--- src/rtl/irq_agg_pkg.sv ---
package irq_agg_pkg;
    localparam int NUM_IN      = 4;
    localparam int NUM_OUT     = 4;
    localparam int NUM_STREAMS = NUM_IN + NUM_OUT;
    localparam int NUM_CTRL    = 3;
    localparam int WORD_W      = 32;
    localparam int RSVD_W      = WORD_W - 2 - NUM_STREAMS;
    localparam logic [7:0] STAT_OFFSET = 8'h24;

    typedef struct packed {
        logic                    glob;
        logic                    ctrl;
        logic [RSVD_W-1:0]       rsvd;
        logic [NUM_STREAMS-1:0]  strm;
    } stat_word_t;

    typedef struct packed {
        logic resp;
        logic ovrn;
        logic sdchg;
    } ctrl_evt_t;

    function automatic stat_word_t build_word(logic [NUM_STREAMS-1:0] s, logic c);
        stat_word_t w;
        w.strm = s;
        w.ctrl = c;
        w.rsvd = '0;
        w.glob = c | (|s);
        return w;
    endfunction
endpackage

--- src/rtl/irq_agg_stream_or.sv ---
module irq_agg_stream_or #(
    parameter int SF = 3
) (
    input  logic [SF-1:0] flags,
    output logic          any
);
    assign any = |flags;
endmodule

--- src/rtl/irq_agg_ctrl.sv ---
module irq_agg_ctrl
    import irq_agg_pkg::*;
(
    input  logic [NUM_CTRL-1:0] evt,
    output logic                cis
);
    ctrl_evt_t e;
    always_comb begin
        e.sdchg = evt[2];
        e.ovrn  = evt[1];
        e.resp  = evt[0];
        cis = e.resp | e.ovrn | e.sdchg;
    end
endmodule

--- src/rtl/irq_agg_irq.sv ---
module irq_agg_irq
    import irq_agg_pkg::*;
(
    input  logic                   clk,
    input  logic                   rst,
    input  logic [NUM_STREAMS-1:0] strm,
    input  logic                   cis,
    input  logic [NUM_STREAMS-1:0] stream_ie,
    input  logic                   ctrl_ie,
    input  logic                   glob_ie,
    output logic                   irq
);
    logic req_d;
    always_comb req_d = glob_ie & ((|(strm & stream_ie)) | (cis & ctrl_ie));

    always_ff @(posedge clk) begin
        if (rst) irq <= 1'b0;
        else     irq <= req_d;
    end

    assert_global_mask_R7: assert property (@(posedge clk) disable iff (rst)
        !glob_ie |=> !irq);
    assert_irq_has_cause_R6: assert property (@(posedge clk) disable iff (rst)
        !(|strm) && !cis |=> !irq);
endmodule

--- src/rtl/irq_status_agg.sv ---
module irq_status_agg
    import irq_agg_pkg::*;
#(
    parameter int SF = 3
) (
    input  logic                   clk,
    input  logic                   rst,
    input  logic                   pwr_wake,
    input  logic [NUM_IN*SF-1:0]   in_flags,
    input  logic [NUM_OUT*SF-1:0]  out_flags,
    input  logic [NUM_CTRL-1:0]    ctrl_evt,
    input  logic [NUM_STREAMS-1:0] stream_ie,
    input  logic                   ctrl_ie,
    input  logic                   glob_ie,
    input  logic [7:0]             reg_addr,
    output logic [WORD_W-1:0]      rd_data,
    output logic [WORD_W-1:0]      stat_word,
    output logic                   irq
);
    localparam int ALL_W = NUM_STREAMS * SF;

    logic [ALL_W-1:0]       all_flags;
    logic [NUM_STREAMS-1:0] strm_any;
    logic                   cis_raw;
    stat_word_t             word;

    // Input streams take the low bits, output streams follow.
    assign all_flags = {out_flags, in_flags};

    for (genvar k = 0; k < NUM_STREAMS; k++) begin : g_strm
        irq_agg_stream_or #(.SF(SF)) u_or (
            .flags (all_flags[k*SF +: SF]),
            .any   (strm_any[k])
        );
    end

    irq_agg_ctrl u_ctrl (
        .evt (ctrl_evt),
        .cis (cis_raw)
    );

    always_comb begin
        if (rst) word = '0;
        else     word = build_word(strm_any, cis_raw);
    end

    assign stat_word = word;
    assign rd_data   = (reg_addr == STAT_OFFSET) ? word : '0;

    irq_agg_irq u_irq (
        .clk       (clk),
        .rst       (rst),
        .strm      (word.strm),
        .cis       (word.ctrl),
        .stream_ie (stream_ie),
        .ctrl_ie   (ctrl_ie),
        .glob_ie   (glob_ie),
        .irq       (irq)
    );

    always_comb begin
        assert_glob_summary_R4: assert (stat_word[31] == (|stat_word[30:0]));
        assert_read_decode_R9: assert ((reg_addr == STAT_OFFSET) || (rd_data == '0));
    end

    assert_reset_quiet_R1: assert property (@(posedge clk) rst |=> !irq);
    assert_wake_keeps_R8: assert property (@(posedge clk) disable iff (rst)
        (pwr_wake && !$past(rst) && $stable(in_flags) && $stable(out_flags) && $stable(ctrl_evt))
        |-> (stat_word == $past(stat_word)));
endmodule

--- config.mk ---
export PLATFORM = sky130hd
export DESIGN_NAME = irq_status_agg
export DESIGN_NICKNAME = d
export VERILOG_FILES = /design/src/rtl/irq_agg_pkg.sv /design/src/rtl/irq_agg_stream_or.sv /design/src/rtl/irq_agg_ctrl.sv /design/src/rtl/irq_agg_irq.sv /design/src/rtl/irq_status_agg.sv
export SDC_FILE = /design/constraint.sdc
export NUM_CORES = 1
export LEC_CHECK = 0
export ABC_CLOCK_PERIOD_IN_PS = 1600
export BUFFER_PORTS_ARGS = -buffer_cell sky130_fd_sc_hd__buf_2
export CORE_AREA = 2 2 65 43
export DETAILED_ROUTE_END_ITERATION = 7
export DIE_AREA = 0 0 67 45
export HOLD_SLACK_MARGIN = 0.08
export PLACE_DENSITY = 0.9
export SETUP_SLACK_MARGIN = 0.15
export SYNTH_ARGS = -nofsm -noshare
export SYNTH_HDL_FRONTEND = slang
export SYNTH_SLANG_ARGS = --single-unit
--- constraint.sdc ---
create_clock -name clk -period 1.6 [get_ports clk]
set_input_delay 0.08 -clock clk [delete_from_list [all_inputs] [get_ports clk]]
set_output_delay 0.08 -clock clk [all_outputs]
set_load 0.02 [all_outputs]
Yosys cells after proc, flatten, opt, wreduce, memory -nomap -nowiden
Cells that the tools add are included.
{"block": "totals", "reg_bits": 1, "input_bits": 48, "output_inout_bits": 65, "elab_cells": 21}
{"block": "classes", "n_eq_ne": 1, "n_mux": 2, "bitwise_logic": 7, "n_reduce_logical": 10}
{"operator": "32-bit 2-to-1 mux", "count": 2}
{"operator": "24-bit OR reduction", "count": 1}
{"operator": "3-bit OR reduction", "count": 8}
{"operator": "8-bit AND", "count": 1}
{"operator": "8-bit by 6-bit == test with 1-bit output, second input constant", "count": 1}
{"operator": "8-bit OR reduction", "count": 1}
{"operator": "1-bit bitwise OR", "count": 4}
{"operator": "1-bit AND", "count": 2}

Longest topological paths before layout
Gate-level depths: netlist (run 1).
{"block": "logic_depth", "word_depth": 8, "mapped_depth": 3, "mapped_depth_nobuf": 3}

By module
From an unflattened synthesis (run 1), not the netlist that was laid out.
{"block": "hier_totals", "cells_unflattened": 89, "hier_area_um2": 660.6}
{"mod": "irq_status_agg", "n_inst": 1, "cells_each": 73, "area_per_inst_um2": 530.5, "seq_area_each_um2": 0.0}
{"mod": "irq_agg_irq", "n_inst": 1, "cells_each": 7, "area_per_inst_um2": 73.8, "seq_area_each_um2": 20.0}
{"mod": "irq_agg_stream_or", "n_inst": 8, "cells_each": 1, "area_per_inst_um2": 6.3, "seq_area_each_um2": 0.0}
{"mod": "irq_agg_ctrl", "n_inst": 1, "cells_each": 1, "area_per_inst_um2": 6.3, "seq_area_each_um2": 0.0}

Worst setup path before layout (run 1)
No wires, ideal clock.
{"block": "synth_path", "path_kind": "input port to output port", "start": "input port reg_addr[1]", "end": "output port rd_data[30]", "t_arrival_ns": 0.945, "required_time_ns": 1.520, "setup_slack_ns": 0.575, "path_stages": 3, "n_path_buf": 0, "cell_sequence": "nor4b_4 -> nand2_1 -> nor3_1"}
{"block": "synth_between", "elab_chain_cells": 2}
{"element": "start: declaration", "line": "irq_status_agg.sv:15", "text": "input logic [7:0] reg_addr,"}
{"element": "8-bit by 6-bit == test with 1-bit output", "line": "irq_status_agg.sv:48", "text": "assign rd_data = (reg_addr == STAT_OFFSET) ? word : '0;"}
{"element": "32-bit 2-to-1 mux", "line": "irq_status_agg.sv:48"}
{"element": "end: declaration", "line": "irq_status_agg.sv:16", "text": "output logic [WORD_W-1:0] rd_data,"}
No other way between the ends.

Worst setup path in the final report (run 1)
{"block": "layout_path", "start": "input port in_flags[4]", "end": "output port stat_word[31]"}
{"block": "layout_between", "elab_chain_cells": 3}
{"element": "start: declaration", "line": "irq_status_agg.sv:9", "text": "input logic [NUM_IN*SF-1:0] in_flags,"}
{"element": "24-bit OR reduction", "line": "irq_agg_pkg.sv:28", "text": "w.glob = c | (|s);"}
{"element": "1-bit bitwise OR", "line": "irq_agg_pkg.sv:28"}
{"element": "32-bit 2-to-1 mux", "line": "irq_status_agg.sv:43", "text": "if (rst) word = '0;"}
{"element": "end: declaration", "line": "irq_status_agg.sv:17", "text": "output logic [WORD_W-1:0] stat_word,"}
No other way between the ends.

==> results of run 1 <==
[Yosys cell counts (2+ instances only)]
library cell | count | area share (%)
nor2_1 | 17 | 9.0
o31ai_1 | 4 | 4.2
o2111ai_1 | 2 | 2.5
inv_1 | 2 | 1.1
nor3_1 | 7 | 4.9
o31ai_2 | 2 | 3.5
nor4b_4 | 2 | 6.7
nor3_2 | 2 | 2.8
buf_4 | 45 | 48
[cell families (layout without fill, tap and decap cells)]
kind of cell	after synthesis	after routing	synth area share, %
buf+inv	48	70	49.2
simple gates	36	36	32.8
compound gates	11	11	14.6
other cells	1	44	0.529
flops	1	1	2.82
[power groups by stage]
stage	sequential (mW)	clock (mW)	combinational, mW
6_report	0.0270	0	0.250
5_1_grt	0.0272	0	0.272
4_1_cts	0.0270	0	0.249
3_5_place_dp	0.0270	0	0.249
3_3_place_gp	0.0271	0	0.246
2_1_floorplan	0.0290	0	0.235
[final cells by class]
type / count / share of cell area, %
multi-input combinational: 91 / 55.0
timing repair buffer: 68 / 37.6
tap: 32 / 4.39
sequential: 1 / 2.19
inverter: 2 / 0.823
[worst paths after layout]
path	startpoint	end	slack [ns]	cells past startpoint
setup / recovery	in_flags[4]	stat_word[31]	0.37	5
hold / removal	glob_ie	u_irq.irq	0.32	2
[through the flow]
stage          instance area, um^2  hold slack (ns)
2_1_floorplan                  871            0.208
5_1_grt                        912            0.341
4_1_cts                        912            0.323
3_5_place_dp                   912            0.322
3_3_place_gp                   912            0.323
6_report                       912            0.320
[cells in the final DEF, fill, tap and decap left out]
| cell | instances |
|---|---|
| o31ai_2 | 2 |
| nor3b_1 | 1 |
| o311a_1 | 1 |
| and3_2 | 1 |
| and4_1 | 1 |
| nand3_2 | 1 |
| inv_1 | 2 |
| nor3_2 | 2 |
| nor3_4 | 1 |
| nor2_1 | 17 |
| nand2_1 | 1 |
| and2_1 | 1 |
| a31oi_1 | 1 |
| buf_2 | 67 |
| buf_4 | 1 |
| o31ai_1 | 4 |
| o2111ai_1 | 2 |
| nand2b_1 | 1 |
| a311oi_2 | 1 |
| dfxtp_1 | 1 |
| nor3_1 | 7 |
| conb_1 | 44 |
| nor4b_4 | 2 |
[metal layers]
layer  vias to the layer above  wire length (um)
met5                         -                 0
met4                         0                 0
met3                         0               201
met2                        47               956
met1                       321               800
li1                        375                 -
==> impl_metrics.csv, run 1 <==
group,metric,value,unit
status,outcome,"complete, no violations",
pwr,leakage,0.559,nW
setup_path,path_max_fanout,3,
floorplan,initial_core_util,29.8,%
setup_path,start_kind,"input pin",
synth,syn_area,709,um^2
setup_path,slowest_stage,"nor3_1",
setup_path,cp-end-kind,"output pin",
setup_path,path_class,"in -> out",
finish,syn_to_final_growth,28.6,%
finish,multiInputGateArea,502,um^2
pwr,p_int,101,uW
finish,drive_above_1_share,48.1,%
synth,ys.flop_type,"dfxtp_1",
floorplan,pin_count,113,
clock_tree,cts_resized,0,
finish,ff_latch_area,20.0,um^2
route,first_pass_iters,4,
floorplan,dieHeight,45,um
run,cap_violations,0,
route,drt_wl_total,1960,um
finish,instances_no_fill,194,
grt,grt_usage,12.0,%
placed_design,port_buffers,67,
timing,setup_slack,0.368,ns
setup_path,crit_required,1.52,ns
pwr,seq_power_share,9.7,%
timing,fin_crit,1.23,ns
timing,rsz0062_at_grt,"no",
timing,final_max_slew_viol_count,0,
setup_path,cp_num_buf_inv,2,
placed_design,post-dp-hpwl,1820,um
grt,grtUsageMet2,22.0,%
timing,tns,0,ns
grt,grt_pass1_vias,625,
setup_path,critPathArrivalTime,1.15,ns
finish,largest_reg_flops,1,
grt,grt_overflow,0,
route,via_per_inst,3.83,
clock_tree,path_clk_slew,0,ns
finish,reg_top3,"u_irq.irq x1",
synth,async_reset_ff_share,0,%
grt,use_met3,0.499,%
synth,seq_area_frac_synth,2.82,%
placed_design,gp_congestion,0.667,
synth,synth_edf_count,0,
floorplan,rows,14,
finish,fin_util,38.3,%
grt,grt_busiest_layer,"met2",
grt,grt_pass1_wl,2810,um
setup_path,crit_chain,"buf_2, nor3_1, and4_1, a31oi_1, buf_2",
route,drc_errors,0,
clock_tree,cts_setup_buffers,0,
placed_design,post-place-ws,0.370,ns
min_path,hold_path_class,"in -> reg",
finish,fillers,265,
floorplan,die_w,67,um
setup_path,cp_top_family,"simple AND/OR/NAND/NOR gates",
floorplan,dieArea,3020,um^2
pwr,irDropWorstVdd,0.000105,V
finish,regMostFlops,"u_irq.irq",
setup_path,cpMostUsedCell,"buf_2",
pwr,p_comb_share,90.3,%
synth,yosysWarnings,0,
grt,antenna_found_initial,0,
route,dr_total_vias,743,
synth,syn_inst,97,
finish,nNetsFinal,212,
synth,ys_types,23,
placed_design,dp.cells,194,
pwr,sw_frac_of_total,63.6,%
floorplan,core,2380,um^2
timing,finalCritPeriodShare,77.0,%
timing,max_clock_freq,0.812,GHz
setup_path,max_stage_delay,0.36,ns
finish,antenna-diode-count,0,
synth,postSynthRegisterBits,1,
grt,gr-usage-met1,16.7,%
pwr,power_switching,177,uW
pwr,power.clock.fraction,0,%
clock_tree,cts.hold.buffers_added,0,
timing,hold_viol,0,
timing,setup_violations,0,
pwr,power_density,304,nW/um^2
route,ant_nets,0,
pwr,totalPowerFinal,277,uW
synth,avgSynthCellArea,7.31,um^2
route,avgRoutedWirePerCell,10.1,um
grt,grt_max_degree,16,
route,drtIter0Drc,18,
No activity file was read; power rests on OpenSTA's default activity.
==> run 2: changes to the inputs <==
ABC_CLOCK_PERIOD_IN_PS = 1000   (was 1600)
CORE_AREA = 2 2 71 46   (was 2 2 65 43)
DIE_AREA = 0 0 73 48   (was 0 0 67 45)
PLACE_DENSITY = 0.81   (was 0.9)
clock period = 1 ns   (was 1.6 ns; I/O delays follow)
==> run 2 against run 1 <==
- the flow now finishes with violations (setup timing)
- sequential share of layout area decreased by 0.84 points
- critical path depth is 2 higher
- setup slack worse by 0.48 ns
- sequential cell count is the same
- sequential power is 61% higher
- die area rose by 16%
- power increased by 120%
- via count up 12%
- utilization is 15 points higher
- combinational power up 130%
- final area is 62% higher
- worst hold slack lost 0.025 ns
- largest cell class unchanged
==> impl_metrics.csv, run 2 (synthesized netlist as in run 1, its figures left out) <==
group,metric,value,unit
status,outcome,"complete, but fails checks",
status,violations,"setup timing",
timing,fin_crit,1.11,ns
pwr,sw_frac_of_total,57.4,%
finish,largest_reg_flops,1,
route,via_per_inst,3.92,
setup_path,slowest_stage,"nor4b_4",
floorplan,core,2800,um^2
floorplan,initial_core_util,25.4,%
finish,antenna-diode-count,0,
placed_design,gp_congestion,0.690,
finish,reg_top3,"u_irq.irq x1",
timing,max_clock_freq,0.901,GHz
setup_path,crit_chain,"buf_2, nor4b_4, buf_4, nand3_4, buf_12, nor2_4, buf_6",
placed_design,dp.cells,207,
finish,instances_no_fill,212,
setup_path,path_class,"in -> out",
placed_design,port_buffers,67,
finish,drive_above_1_share,67.4,%
finish,mostFrequentLayoutCell,"conb_1",
route,drtIter0Drc,10,
timing,hold_viol,0,
pwr,irDropWorstVdd,0.000171,V
grt,grt_pass1_vias,681,
finish,fillers,274,
pwr,p_comb_share,92.9,%
timing,finalCritPeriodShare,111,%
grt,grt_overflow,0,
timing,final_max_slew_viol_count,0,
finish,nNetsFinal,228,
finish,fin_util,52.8,%
route,ant_nets,0,
grt,antenna_found_initial,0,
pwr,p_int,261,uW
route,drt_wl_total,2540,um
setup_path,max_stage_delay,0.26,ns
setup_path,start_kind,"input pin",
setup_path,critPathArrivalTime,1.06,ns
finish,regMostFlops,"u_irq.irq",
pwr,power_density,415,nW/um^2
finish,syn_to_final_growth,108,%
floorplan,dieHeight,48,um
pwr,totalPowerFinal,614,uW
grt,grt_usage,11.3,%
route,first_pass_iters,4,
floorplan,pin_count,113,
clock_tree,path_clk_slew,0,ns
route,drc_errors,0,
setup_path,cp-end-kind,"output pin",
grt,grt_pass1_wl,3110,um
floorplan,rows,15,
run,cap_violations,0,
setup_path,path_max_fanout,8,
route,avgRoutedWirePerCell,12.0,um
setup_path,crit_required,0.95,ns
finish,final_cell_mix,"conb_1 (44), buf_2 (39), buf_6 (28)",
floorplan,dieArea,3500,um^2
timing,rsz0062_at_grt,"yes",
grt,grt_max_degree,9,
pwr,power_switching,352,uW
pwr,seq_power_share,7.1,%
min_path,hold_path_class,"in -> reg",
pwr,leakage,0.723,nW
route,dr_total_vias,832,
placed_design,post-place-ws,-0.128,ns
floorplan,die_w,73,um
timing,setup_slack,-0.109,ns
pwr,power.clock.fraction,0,%
timing,setup_violations,10,
clock_tree,cts.hold.buffers_added,0,
placed_design,post-dp-hpwl,2030,um
[run 2: cell types whose count changed in the layout (fill, tap and decap cells not counted), moves of 5 or more]
cell,delta
nor3_4,+6
o31ai_4,+5
nor2_1,-9
buf_6,+28
buf_2,-28
nor3_1,-7
nor2_4,+8
buf_4,+15
[run 2: worst max-delay path, delay by kind of cell]
family | cells | cell delay, ns
buffers and inverters | 4 | 0.56
AND/OR/NAND/NOR | 3 | 0.44
[run 2: metal layers]
layer | GRT usage [%] | wire [um] | vias up | share of wire (%)
met3 | 0.211 | 158 | 0 | 6.2
met1 | 14.7 | 940 | 386 | 37
li1 | - | - | 407 | -
met4 | 0 | 0 | 0 | 0
met2 | 22.9 | 1440 | 39 | 57
met5 | 0 | 0 | - | 0
[run 2: power groups by stage]
stage | registers [mW] | clock network [mW] | logic, mW
finish | 0.0434 | 0 | 0.571
global placement | 0.0433 | 0 | 0.425
detailed placement | 0.0434 | 0 | 0.428
floorplan | 0.0464 | 0 | 0.377
global route | 0.0434 | 0 | 0.608
CTS | 0.0434 | 0 | 0.499
[run 2: final timing paths]
| check | from | to | slack [ns] | cells past startpoint |
|---|---|---|---|---|
| worst max-delay path | reg_addr[0] | rd_data[5] | -0.11 | 7 |
| worst min-delay path | glob_ie | u_irq.irq | 0.30 | 2 |
[run 2: through the flow]
step | instance area, um^2 | setup TNS, ns | hold slack (ns)
floorplan | 890 | 0 | 0.139
global placement | 1020 | -1.02 | 0.303
detailed placement | 1020 | -1.12 | 0.299
CTS | 1180 | -0.928 | 0.299
global route | 1480 | -1.29 | 0.302
finish | 1480 | -0.852 | 0.295
[run 2: repair_timing]
action                     in CTS  in global routing
pin swaps                      12                 15
resized for setup              29                 63
setup endpoints to repair      13                 13
setup buffers                   0                  5
[run 2: final cells by class]
type	instances	area (um^2)	area share [%]
sequential	1	20.0	1.35
multi-input combinational	91	757	51.2
inverter	2	7.51	0.508
timing repair buffer	84	651	44.0
tap	34	42.5	2.88
